`src/rtl/dac_trig_pkg.sv`:
```
package dac_trig_pkg;

  localparam int NUM_TMR = 4;
  localparam int NUM_PWM = 2;
  localparam int SRC_W   = 4;

  // register addresses
  localparam logic [1:0] RA_CTL    = 2'd0;
  localparam logic [1:0] RA_DATA   = 2'd1;
  localparam logic [1:0] RA_SWTRG  = 2'd2;
  localparam logic [1:0] RA_SETTLE = 2'd3;

  // control word bit positions
  localparam int CTL_EN_BIT    = 0;
  localparam int CTL_TRGEN_BIT = 4;
  localparam int CTL_SRC_LSB   = 8;

  // source codes; timer and PWM codes follow in order
  localparam logic [SRC_W-1:0] SRC_SW       = 4'd0;
  localparam logic [SRC_W-1:0] SRC_PIN_LOW  = 4'd1;
  localparam logic [SRC_W-1:0] SRC_PIN_HIGH = 4'd2;
  localparam logic [SRC_W-1:0] SRC_PIN_FALL = 4'd3;
  localparam logic [SRC_W-1:0] SRC_PIN_RISE = 4'd4;
  localparam int SRC_TMR_BASE = 5;
  localparam int SRC_PWM_BASE = SRC_TMR_BASE + NUM_TMR;

  typedef struct packed {
    logic             en;
    logic             trg_en;
    logic [SRC_W-1:0] src;
  } ctl_t;

endpackage

```
`src/rtl/dac_regs.sv`:
```
module dac_regs
  import dac_trig_pkg::*;
#(
  parameter int DATA_W   = 12,
  parameter int SETTLE_W = 10
) (
  input  logic                clk,
  input  logic                rst,
  input  logic                wr_en,
  input  logic [1:0]          wr_addr,
  input  logic [DATA_W-1:0]   wr_data,
  output ctl_t                ctl,
  output logic [DATA_W-1:0]   sample_q,
  output logic [SETTLE_W-1:0] settle_q,
  output logic                sw_trig,
  output logic                sample_wr
);

  always_ff @(posedge clk) begin
    if (rst) begin
      ctl       <= '0;
      sample_q  <= '0;
      settle_q  <= '0;
      sw_trig   <= 1'b0;
      sample_wr <= 1'b0;
    end else begin
      sw_trig   <= 1'b0;
      sample_wr <= 1'b0;
      if (wr_en) begin
        case (wr_addr)
          RA_CTL: begin
            ctl.en     <= wr_data[CTL_EN_BIT];
            ctl.trg_en <= wr_data[CTL_TRGEN_BIT];
            ctl.src    <= wr_data[CTL_SRC_LSB +: SRC_W];
          end
          RA_DATA: begin
            sample_q  <= wr_data;
            sample_wr <= 1'b1;
          end
          RA_SWTRG:  sw_trig  <= wr_data[0];
          default:   settle_q <= wr_data[SETTLE_W-1:0];
        endcase
      end
    end
  end

  // the one-shot bit only follows a write of 1 to the trigger register
  a_r4_sw_from_write: assert property (@(posedge clk) disable iff (rst)
    sw_trig |-> $past(wr_en && wr_addr == RA_SWTRG && wr_data[0]));

endmodule

```
`src/rtl/dac_trig_sel.sv`:
```
module dac_trig_sel
  import dac_trig_pkg::*;
#(
  parameter int SYNC_STAGES = 2
) (
  input  logic               clk,
  input  logic               rst,
  input  ctl_t               ctl,
  input  logic               sw_trig,
  input  logic               sample_wr,
  input  logic               ext_pin,
  input  logic [NUM_TMR-1:0] tmr_evt,
  input  logic [NUM_PWM-1:0] pwm_evt,
  output logic               req
);

  logic [SYNC_STAGES-1:0] sync_q;
  logic                   pin_prev;
  logic                   pin_now;
  logic                   rise_det;
  logic                   fall_det;
  logic                   hit;

  always_ff @(posedge clk) begin
    if (rst) begin
      sync_q   <= '0;
      pin_prev <= 1'b0;
    end else begin
      sync_q   <= {sync_q[SYNC_STAGES-2:0], ext_pin};
      pin_prev <= sync_q[SYNC_STAGES-1];
    end
  end

  assign pin_now  = sync_q[SYNC_STAGES-1];
  assign rise_det = pin_now & ~pin_prev;
  assign fall_det = ~pin_now & pin_prev;

  always_comb begin
    hit = 1'b0;
    case (ctl.src)
      SRC_SW:       hit = sw_trig;
      SRC_PIN_LOW:  hit = ~pin_now;
      SRC_PIN_HIGH: hit = pin_now;
      SRC_PIN_FALL: hit = fall_det;
      SRC_PIN_RISE: hit = rise_det;
      default:      hit = 1'b0;
    endcase
    for (int i = 0; i < NUM_TMR; i++)
      if (ctl.src == SRC_W'(SRC_TMR_BASE + i)) hit = tmr_evt[i];
    for (int j = 0; j < NUM_PWM; j++)
      if (ctl.src == SRC_W'(SRC_PWM_BASE + j)) hit = pwm_evt[j];
  end

  assign req = ctl.en & (ctl.trg_en ? hit : sample_wr);

  // each detected transition lasts a single cycle
  a_r6_rise_single: assert property (@(posedge clk) disable iff (rst)
    rise_det |=> !rise_det);
  a_r6_fall_single: assert property (@(posedge clk) disable iff (rst)
    fall_det |=> !fall_det);

endmodule

```
`src/rtl/dac_settle.sv`:
```
module dac_settle #(
  parameter int DATA_W   = 12,
  parameter int SETTLE_W = 10
) (
  input  logic                clk,
  input  logic                rst,
  input  logic                req,
  input  logic [DATA_W-1:0]   sample,
  input  logic [SETTLE_W-1:0] settle_n,
  output logic [DATA_W-1:0]   dac_q,
  output logic                busy_q,
  output logic                done_q
);

  logic [SETTLE_W-1:0] cnt_q;
  logic                start;

  assign start = req & ~busy_q;

  always_ff @(posedge clk) begin
    if (rst) begin
      dac_q  <= '0;
      cnt_q  <= '0;
      busy_q <= 1'b0;
      done_q <= 1'b0;
    end else begin
      done_q <= 1'b0;
      if (start) begin
        dac_q  <= sample;
        cnt_q  <= settle_n;
        busy_q <= (settle_n != '0);
        done_q <= (settle_n == '0);
      end else if (busy_q) begin
        cnt_q <= cnt_q - 1'b1;
        if (cnt_q == SETTLE_W'(1)) begin
          busy_q <= 1'b0;
          done_q <= 1'b1;
        end
      end
    end
  end

  // the output sample is frozen while settling
  a_r9_hold_while_busy: assert property (@(posedge clk) disable iff (rst)
    busy_q |=> $stable(dac_q));
  // completion never overlaps busy
  a_r10_done_idle: assert property (@(posedge clk) disable iff (rst)
    done_q |-> !busy_q);
  // a running interval always has cycles left
  a_r8_count_live: assert property (@(posedge clk) disable iff (rst)
    busy_q |-> cnt_q != '0);

endmodule

```
`src/rtl/dac_trig_ctrl.sv`:
```
module dac_trig_ctrl
  import dac_trig_pkg::*;
#(
  parameter int DATA_W      = 12,
  parameter int SETTLE_W    = 10,
  parameter int SYNC_STAGES = 2
) (
  input  logic               clk,
  input  logic               rst,
  input  logic               wr_en,
  input  logic [1:0]         wr_addr,
  input  logic [DATA_W-1:0]  wr_data,
  input  logic               ext_start,
  input  logic [NUM_TMR-1:0] tmr_evt,
  input  logic [NUM_PWM-1:0] pwm_evt,
  output logic [DATA_W-1:0]  dac_data,
  output logic               busy,
  output logic               done
);

  ctl_t                ctl;
  logic [DATA_W-1:0]   sample_q;
  logic [SETTLE_W-1:0] settle_q;
  logic                sw_trig;
  logic                sample_wr;
  logic                req;

  dac_regs #(.DATA_W(DATA_W), .SETTLE_W(SETTLE_W)) u_regs (
    .clk(clk), .rst(rst), .wr_en(wr_en), .wr_addr(wr_addr), .wr_data(wr_data),
    .ctl(ctl), .sample_q(sample_q), .settle_q(settle_q),
    .sw_trig(sw_trig), .sample_wr(sample_wr)
  );

  dac_trig_sel #(.SYNC_STAGES(SYNC_STAGES)) u_sel (
    .clk(clk), .rst(rst), .ctl(ctl), .sw_trig(sw_trig), .sample_wr(sample_wr),
    .ext_pin(ext_start), .tmr_evt(tmr_evt), .pwm_evt(pwm_evt), .req(req)
  );

  dac_settle #(.DATA_W(DATA_W), .SETTLE_W(SETTLE_W)) u_settle (
    .clk(clk), .rst(rst), .req(req), .sample(sample_q), .settle_n(settle_q),
    .dac_q(dac_data), .busy_q(busy), .done_q(done)
  );

  // a disabled converter never takes a new sample
  a_r11_off_holds: assert property (@(posedge clk) disable iff (rst)
    !ctl.en |=> $stable(dac_data));

endmodule

```
`config.mk`:
```
export PLATFORM = sky130hd
export DESIGN_NAME = dac_trig_ctrl
export DESIGN_NICKNAME = d
export VERILOG_FILES = /design/src/rtl/dac_trig_pkg.sv /design/src/rtl/dac_regs.sv /design/src/rtl/dac_trig_sel.sv /design/src/rtl/dac_settle.sv /design/src/rtl/dac_trig_ctrl.sv
export SDC_FILE = /design/constraint.sdc
export NUM_CORES = 1
export LEC_CHECK = 0
export BUFFER_PORTS_ARGS = -buffer_cell sky130_fd_sc_hd__buf_2
export CAP_MARGIN = 20
export CORE_ASPECT_RATIO = 1.1
export CORE_MARGIN = 2
export CORE_UTILIZATION = 38
export DETAILED_ROUTE_END_ITERATION = 10
export PLACE_DENSITY = 0.67
export SYNTH_ARGS = -nofsm -noshare
export SYNTH_HDL_FRONTEND = slang
export SYNTH_SLANG_ARGS = --single-unit
export TNS_END_PERCENT = 100
```
`constraint.sdc`:
```
create_clock -name clk -period 2.4 [get_ports clk]
set_clock_uncertainty 0.2 [all_clocks]
set_input_delay 0.36 -clock clk [delete_from_list [all_inputs] [get_ports clk]]
set_output_delay 0.36 -clock clk [all_outputs]
set_load 0.05 [all_outputs]
```
==> flow_metrics.env, run 1 <==
export IMPL_final_cell_mix="56 x dfxtp_1, 53 x nand2_1, 37 x buf_2"
export IMPL_io_pins=38
export IMPL_grt_max_degree=36
export IMPL_ys_types=42
export IMPL_final_common_cell="dfxtp_1"
export IMPL_cts_htree_levels=3
export IMPL_slowest_delay_ns=0.44
export IMPL_drv_slew=0
export IMPL_dp_hpwl_um=3690
export IMPL_grt_pass1_vias=1844
export IMPL_core_um2=6080
export IMPL_drive_gt1_share_pct=22.0
export IMPL_ys_ff_latch=57
export IMPL_p_sw_w=0.000471
export IMPL_gr_total_overflow=0
export IMPL_vias=2026
export IMPL_synth_cells=272
export IMPL_cap_violations=0
export IMPL_worstPathRequired_ns=2.47
export IMPL_hold_path_end="u_sel.sync_q[0]"
export IMPL_period_share_pct=96.4
export IMPL_rsz0062_at_grt="no"
export IMPL_cts_tree="done"
export IMPL_synthesis_nets=298
export IMPL_synth_area_um2=2370
export IMPL_viasPerCell=5.03
export IMPL_drtPass1Iterations=5
export IMPL_die_height_um=86.8
export IMPL_clk_latency_ns=0.34
export IMPL_wl_um=5290
export IMPL_min_path_type="primary input to flip-flop"
export IMPL_ir_drop_uv=414
export IMPL_yosysSeqAreaShare_pct=48.2
export IMPL_critical_path_top_delay_family="compound AO/OA/AOI/OAI gates"
export IMPL_antenna_found_initial=0
export IMPL_startpoint_type="flip-flop"
export IMPL_worstReg2RegEnd="u_settle.cnt_q[4]"
export IMPL_nNetsFinal=344
export IMPL_pwr_share_comb_pct=5.9
export IMPL_fmax_mhz=432
export IMPL_cts_buffers=9
export IMPL_syn_area_per_cell_um2=8.70
export IMPL_root_buffer="clkbuf_8"
export IMPL_gp_congestion=0.778
export IMPL_power_density_nw_per_um2=699
export IMPL_die_area_um2=6870
export IMPL_min_from="ext_start"
export IMPL_rr_worst_depth=7
export IMPL_crit_fanout=11
export IMPL_p_int_w=0.00155
export IMPL_drc=0
export IMPL_cts_clk_slew_worst_paths_ns=0.07
export IMPL_period_needed_ns=2.31
export IMPL_worstSetupEndpointType="flip-flop"
export IMPL_grt_usage_pct=16.3
export IMPL_holdBufCountCts=0
export IMPL_syn2layout_area_growth_pct=22.1
export IMPL_worstPathBufferInverterCount=1
export IMPL_min_path_cells=2
export IMPL_ys_warnings_count=0
export IMPL_slowest_stage="mux4_2"
export IMPL_port_buffers=37
export IMPL_cts_max_path_buffers=2
export IMPL_cp_arrival_ns=2.38
export IMPL_die_x_um=79.2
export IMPL_critPathKind="flip-flop to flip-flop"
export IMPL_rows=30
export IMPL_antenna_left=0
export IMPL_hold_violations=0
export IMPL_drt_iter0_markers=107
export IMPL_setup_violations=0
export IMPL_reg2reg_from="u_sel.sync_q[1]"
export IMPL_numClockSinks=57
export IMPL_relSlewSlack_pct=56.5
export IMPL_worst_pin_slew_ns=0.653
export IMPL_seqPwrFrac_pct=48.5
export IMPL_outcome="finished, final reports clean"
export IMPL_start_util_pct=38.9
export IMPL_power_total_w=0.00202
export IMPL_swShare_pct=23.3
export IMPL_fin_hold_ws_ns=0.0336
export IMPL_power_share_clock_pct=45.6
export IMPL_wl_per_cell_um=13.1
export IMPL_diodes=0
export IMPL_leakage_nw=1.16
export IMPL_path_cells="nor2b_1 -> mux4_2 -> a211o_1 -> a31o_4 -> buf_4 -> nand3b_1 -> a31oi_1"
export IMPL_grt_pass1_wl_um=8550
export IMPL_rrSetupSlack_ns=0.09
-- final cells by class --
cell class              instances  area [um^2]
clock buffers                  11          151
well taps                      80          100
inverters                       7         26.3
clock inverters                 5         53.8
multi-input cells             195         1150
flip-flops and latches         57         1140
fillers                       630         3190
repair buffers                 48          268
-- through the flow --
stage               cells  setup TNS, ns  worst slack (ns)  util [%]  cell area (um^2)
floorplan             272              0             0.184         -              2370
CTS                   401              0            0.0300      47.1              2870
finish                403              0            0.0863      47.5              2890
detailed placement    385        -0.0181           -0.0138      43.7              2660
global placement      385              0            0.0434      43.7              2660
global route          403              0           0.00805      47.5              2890
-- logic make-up (layout without fill, tap and decap cells) --
| family | count (synthesis) | after routing | synth area share (%) |
|---|---|---|---|
| xor gates and xnor gates | 2 | 2 | 0.740 |
| and+or+nand+nor | 120 | 120 | 23.5 |
| buffers and inverters | 20 | 71 | 3.65 |
| adders and majority gates | 2 | 2 | 1.06 |
| DFF | 57 | 57 | 48.2 |
| muxes | 22 | 22 | 9.84 |
| AOI/OAI and AO/OA | 49 | 49 | 13.0 |
-- power by group through the flow --
stage	Combinational, W	Clock (W)	Sequential, W
after floorplan	0.0000716	0	0.000998
after global placement	0.000118	0	0.00100
after detailed placement	0.000119	0	0.00100
after CTS	0.000120	0.000934	0.000979
after global routing	0.000134	0.000979	0.000981
final	0.000120	0.000921	0.000980
-- synth_stat cells, drive strengths merged --
library cell	number	share of area, %
a211o	2	0.74
a211oi	1	0.53
a21o	1	0.32
a21oi	27	5.7
a221oi	1	0.63
a222oi	1	0.42
a31o	1	0.37
a31oi	4	1.1
a32o	1	0.42
a41oi	1	0.37
and2	1	0.26
and3	1	0.26
and3b	1	0.37
buf	2	0.79
clkbuf	11	1.7
dfxtp	57	48
ha	2	1.1
inv	7	1.1
mux2i	21	8.9
mux4	1	0.95
nand2	53	8.4
nand3	4	0.85
nand3b	3	0.95
nand4b	2	0.74
nor2	31	4.9
nor2b	9	2.4
nor3	5	1.1
nor3b	3	1.2
nor4	4	1.1
o21a	1	0.32
o21ai	5	1.1
o22ai	1	0.26
o311a	1	0.42
o31a	1	0.37
or3	1	0.26
or3b	1	0.37
or4b	1	0.42
xnor2	1	0.37
xor2	1	0.37
-- sequential cells by signal, indices dropped and copies added (netlist names) --
name / cells
u_regs.ctl: 6
u_regs.sample_q: 12
u_sel.sync_q: 2
u_regs.settle_q: 10
u_sel.pin_prev: 1
u_settle.done_q: 1
u_regs.sw_trig: 1
u_settle.cnt_q: 10
u_regs.sample_wr: 1
u_settle.busy_q: 1
u_settle.dac_q: 12
-- how the worst max path moves through the flow --
stage	startpoint	depth (start not counted)	end	slack (ns)
finish	u_sel.sync_q[1]	7	u_settle.cnt_q[4]	0.09
global route	u_sel.sync_q[1]	7	u_settle.cnt_q[4]	0.008
CTS	u_sel.sync_q[1]	7	u_settle.cnt_q[4]	0.03
detailed placement	u_regs.ctl[0]	6	u_settle.cnt_q[4]	-0.01
global placement	u_regs.ctl[0]	6	u_settle.cnt_q[4]	0.04
floorplan	u_regs.ctl[0]	5	u_settle.cnt_q[6]	0.18
-- repair_timing --
| item | in CTS | in global routing |
|---|---|---|
| pin swaps | 0 | 2 |
| gates resized for setup | 1 | 1 |
| setup endpoints to repair | 2 | 10 |
| buffers inserted | 0 | 2 |
-- routing by layer --
layer  up-vias  wire length, um  track usage, %
met5         -                0               0
met4         0              103            6.58
met3        10              252            5.31
met2        46             2440            26.3
met1       944             2500            20.2
li1       1026                -               -
-- worst register-to-register path, cell delays in order (launching register included) --
cell and delay [ns]:
dfxtp_1 0.34, nor2b_1 0.13, mux4_2 0.44, a211o_1 0.32
a31o_4 0.31, buf_4 0.20, nand3b_1 0.17, a31oi_1 0.13
Note: power is estimated with default switching activity, not from simulation.
==> run 2: changes to the inputs <==
BUFFER_PORTS_ARGS = unset   (was -buffer_cell sky130_fd_sc_hd__buf_2)
CORE_UTILIZATION = 40   (was 38)
DONT_BUFFER_PORTS = 1   (was unset)
PLACE_DENSITY = 0.64   (was 0.67)
==> run 2 against run 1 <==
Wire length shrank 2.2%; die area shrank 4.8%; clock-buffer cell count stayed put; sequential cell count stayed put; sequential share of layout area is 0.14 points higher; global-route usage rose by 1.0 points; design area decreased by 0.35%; power grew 4.5%; critical endpoint is now u_settle.dac_q[7]; largest power group is now the clock network; highest routed layer unchanged.
==> flow_metrics.env, run 2 (synthesized netlist as in run 1, its figures left out) <==
export IMPL_outcome="finished, final reports clean"
export IMPL_cts_tree="done"
export IMPL_clk_latency_ns=0.33
export IMPL_grt_pass1_vias=1944
export IMPL_rows=29
export IMPL_worst_pin_slew_ns=0.655
export IMPL_worstSetupEndpointType="flip-flop"
export IMPL_io_pins=38
export IMPL_period_share_pct=96.3
export IMPL_relSlewSlack_pct=56.2
export IMPL_dp_hpwl_um=3540
export IMPL_layout_cells_non_filler=377
export IMPL_cap_violations=0
export IMPL_gp_congestion=0.831
export IMPL_period_needed_ns=2.31
export IMPL_viasPerCell=5.11
export IMPL_drc=0
export IMPL_final_common_cell="dfxtp_1"
export IMPL_cts_max_path_buffers=2
export IMPL_cp_arrival_ns=2.32
export IMPL_met2_length_um=2470
export IMPL_place_inst=345
export IMPL_antenna_found_initial=0
export IMPL_gr_total_overflow=0
export IMPL_core_um2=5730
export IMPL_drv_slew=0
export IMPL_min_path_type="primary input to flip-flop"
export IMPL_rsz0062_at_grt="no"
export IMPL_drive_gt1_share_pct=11.0
export IMPL_start_util_pct=41.3
export IMPL_die_x_um=77.3
export IMPL_numClockSinks=57
export IMPL_vias=1927
export IMPL_leakage_nw=1.06
export IMPL_wl_met3_um=284
export IMPL_critPathKind="flip-flop to flip-flop"
export IMPL_regArea_um2=1140
export IMPL_fmax_mhz=433
export IMPL_antenna_left=0
export IMPL_nFillCells=585
export IMPL_setup_tns_ns=0
export IMPL_slowest_stage="mux4_2"
export IMPL_die_area_um2=6550
export IMPL_slowest_delay_ns=0.46
export IMPL_drt_iter0_markers=140
export IMPL_cts_clk_slew_worst_paths_ns=0.07
export IMPL_setup_violations=0
export IMPL_port_buffers=0
export IMPL_grt_pass1_wl_um=9030
export IMPL_nNetsFinal=321
export IMPL_worstPathRequired_ns=2.41
export IMPL_post_route_util_pct=50.2
export IMPL_cts_buffers=9
export IMPL_root_buffer="clkbuf_8"
export IMPL_startpoint_type="flip-flop"
export IMPL_diodes=0
export IMPL_ir_drop_uv=408
export IMPL_drt_met1_wl_um=2410
export IMPL_wl_um=5170
export IMPL_top_layer_used="met4"
export IMPL_hold_violations=0
export IMPL_path_cells="nor2b_1 -> mux4_2 -> a211o_1 -> a31o_4 -> buf_4 -> mux2i_1 -> nor2_1"
export IMPL_crit_fanout=16
export IMPL_final_cell_mix="56 x dfxtp_1, 53 x nand2_1, 31 x nor2_1"
export IMPL_drtPass1Iterations=4
export IMPL_grt_max_degree=57
export IMPL_power_density_nw_per_um2=733
export IMPL_wl_per_cell_um=13.7
export IMPL_worstPathBufferInverterCount=1
export IMPL_die_height_um=84.7
export IMPL_reg_top3="u_regs.sample_q x12, u_settle.dac_q x12"
export IMPL_critical_path_top_delay_family="compound AO/OA/AOI/OAI gates"
export IMPL_grt_usage_pct=17.4
export IMPL_multi_input_area_um2=1150
export IMPL_cts_htree_levels=3
export IMPL_syn2layout_area_growth_pct=21.7
-- run 2: stage by stage --
stage,total power [W],setup WS [ns],hold WS [ns],instance area (um^2)
4_1_cts,0.00214,0.0358,0.00717,2870
3_3_place_gp,0.00108,0.0810,0.230,2470
2_1_floorplan,0.00107,0.184,0.214,2370
6_report,0.00211,0.0895,0.0202,2880
5_1_grt,0.00219,0.0136,0.00244,2880
3_5_place_dp,0.00108,0.0662,0.241,2470
-- run 2: worst paths after layout --
kind	endpoint	depth (start not counted)	slack (ns)	start
worst min register to register	u_sel.sync_q[1]	1	0.25	u_sel.sync_q[0]
worst max-delay path	u_settle.dac_q[7]	7	0.09	u_sel.sync_q[1]
worst max register to register	u_settle.dac_q[7]	7	0.09	u_sel.sync_q[1]
worst min-delay path	u_regs.sw_trig	2	0.02	wr_addr[0]
-- run 2: metal layers --
metal	GRT usage [%]	vias up
met5	0	-
met4	8.28	0
met3	4.62	2
met2	27.0	44
met1	22.4	897
li1	-	984
-- run 2: where the power goes --
group | internal (W) | switching (W)
registers | 0.000966 | 0.0000141
clock network | 0.000637 | 0.000374
logic | 0.0000572 | 0.0000632
total | 0.00166 | 0.000451
-- run 2: final cells by class --
| type | count | share of cell area, % |
|---|---|---|
| clock buffer | 11 | 5.26 |
| clock inverter | 5 | 2.69 |
| inverter | 7 | 0.913 |
| multi-input combinational | 195 | 39.9 |
| sequential | 57 | 39.7 |
| tap | 77 | 3.35 |
| timing repair buffer | 25 | 8.26 |
-- run 2: what timing repair did --
action / in CTS / in global routing
hold endpoints to repair: 56 / 0
setup endpoints to repair: 0 / 13
hold buffers: 16 / 0
setup buffers: 0 / 0
gates resized for setup: 0 / 2
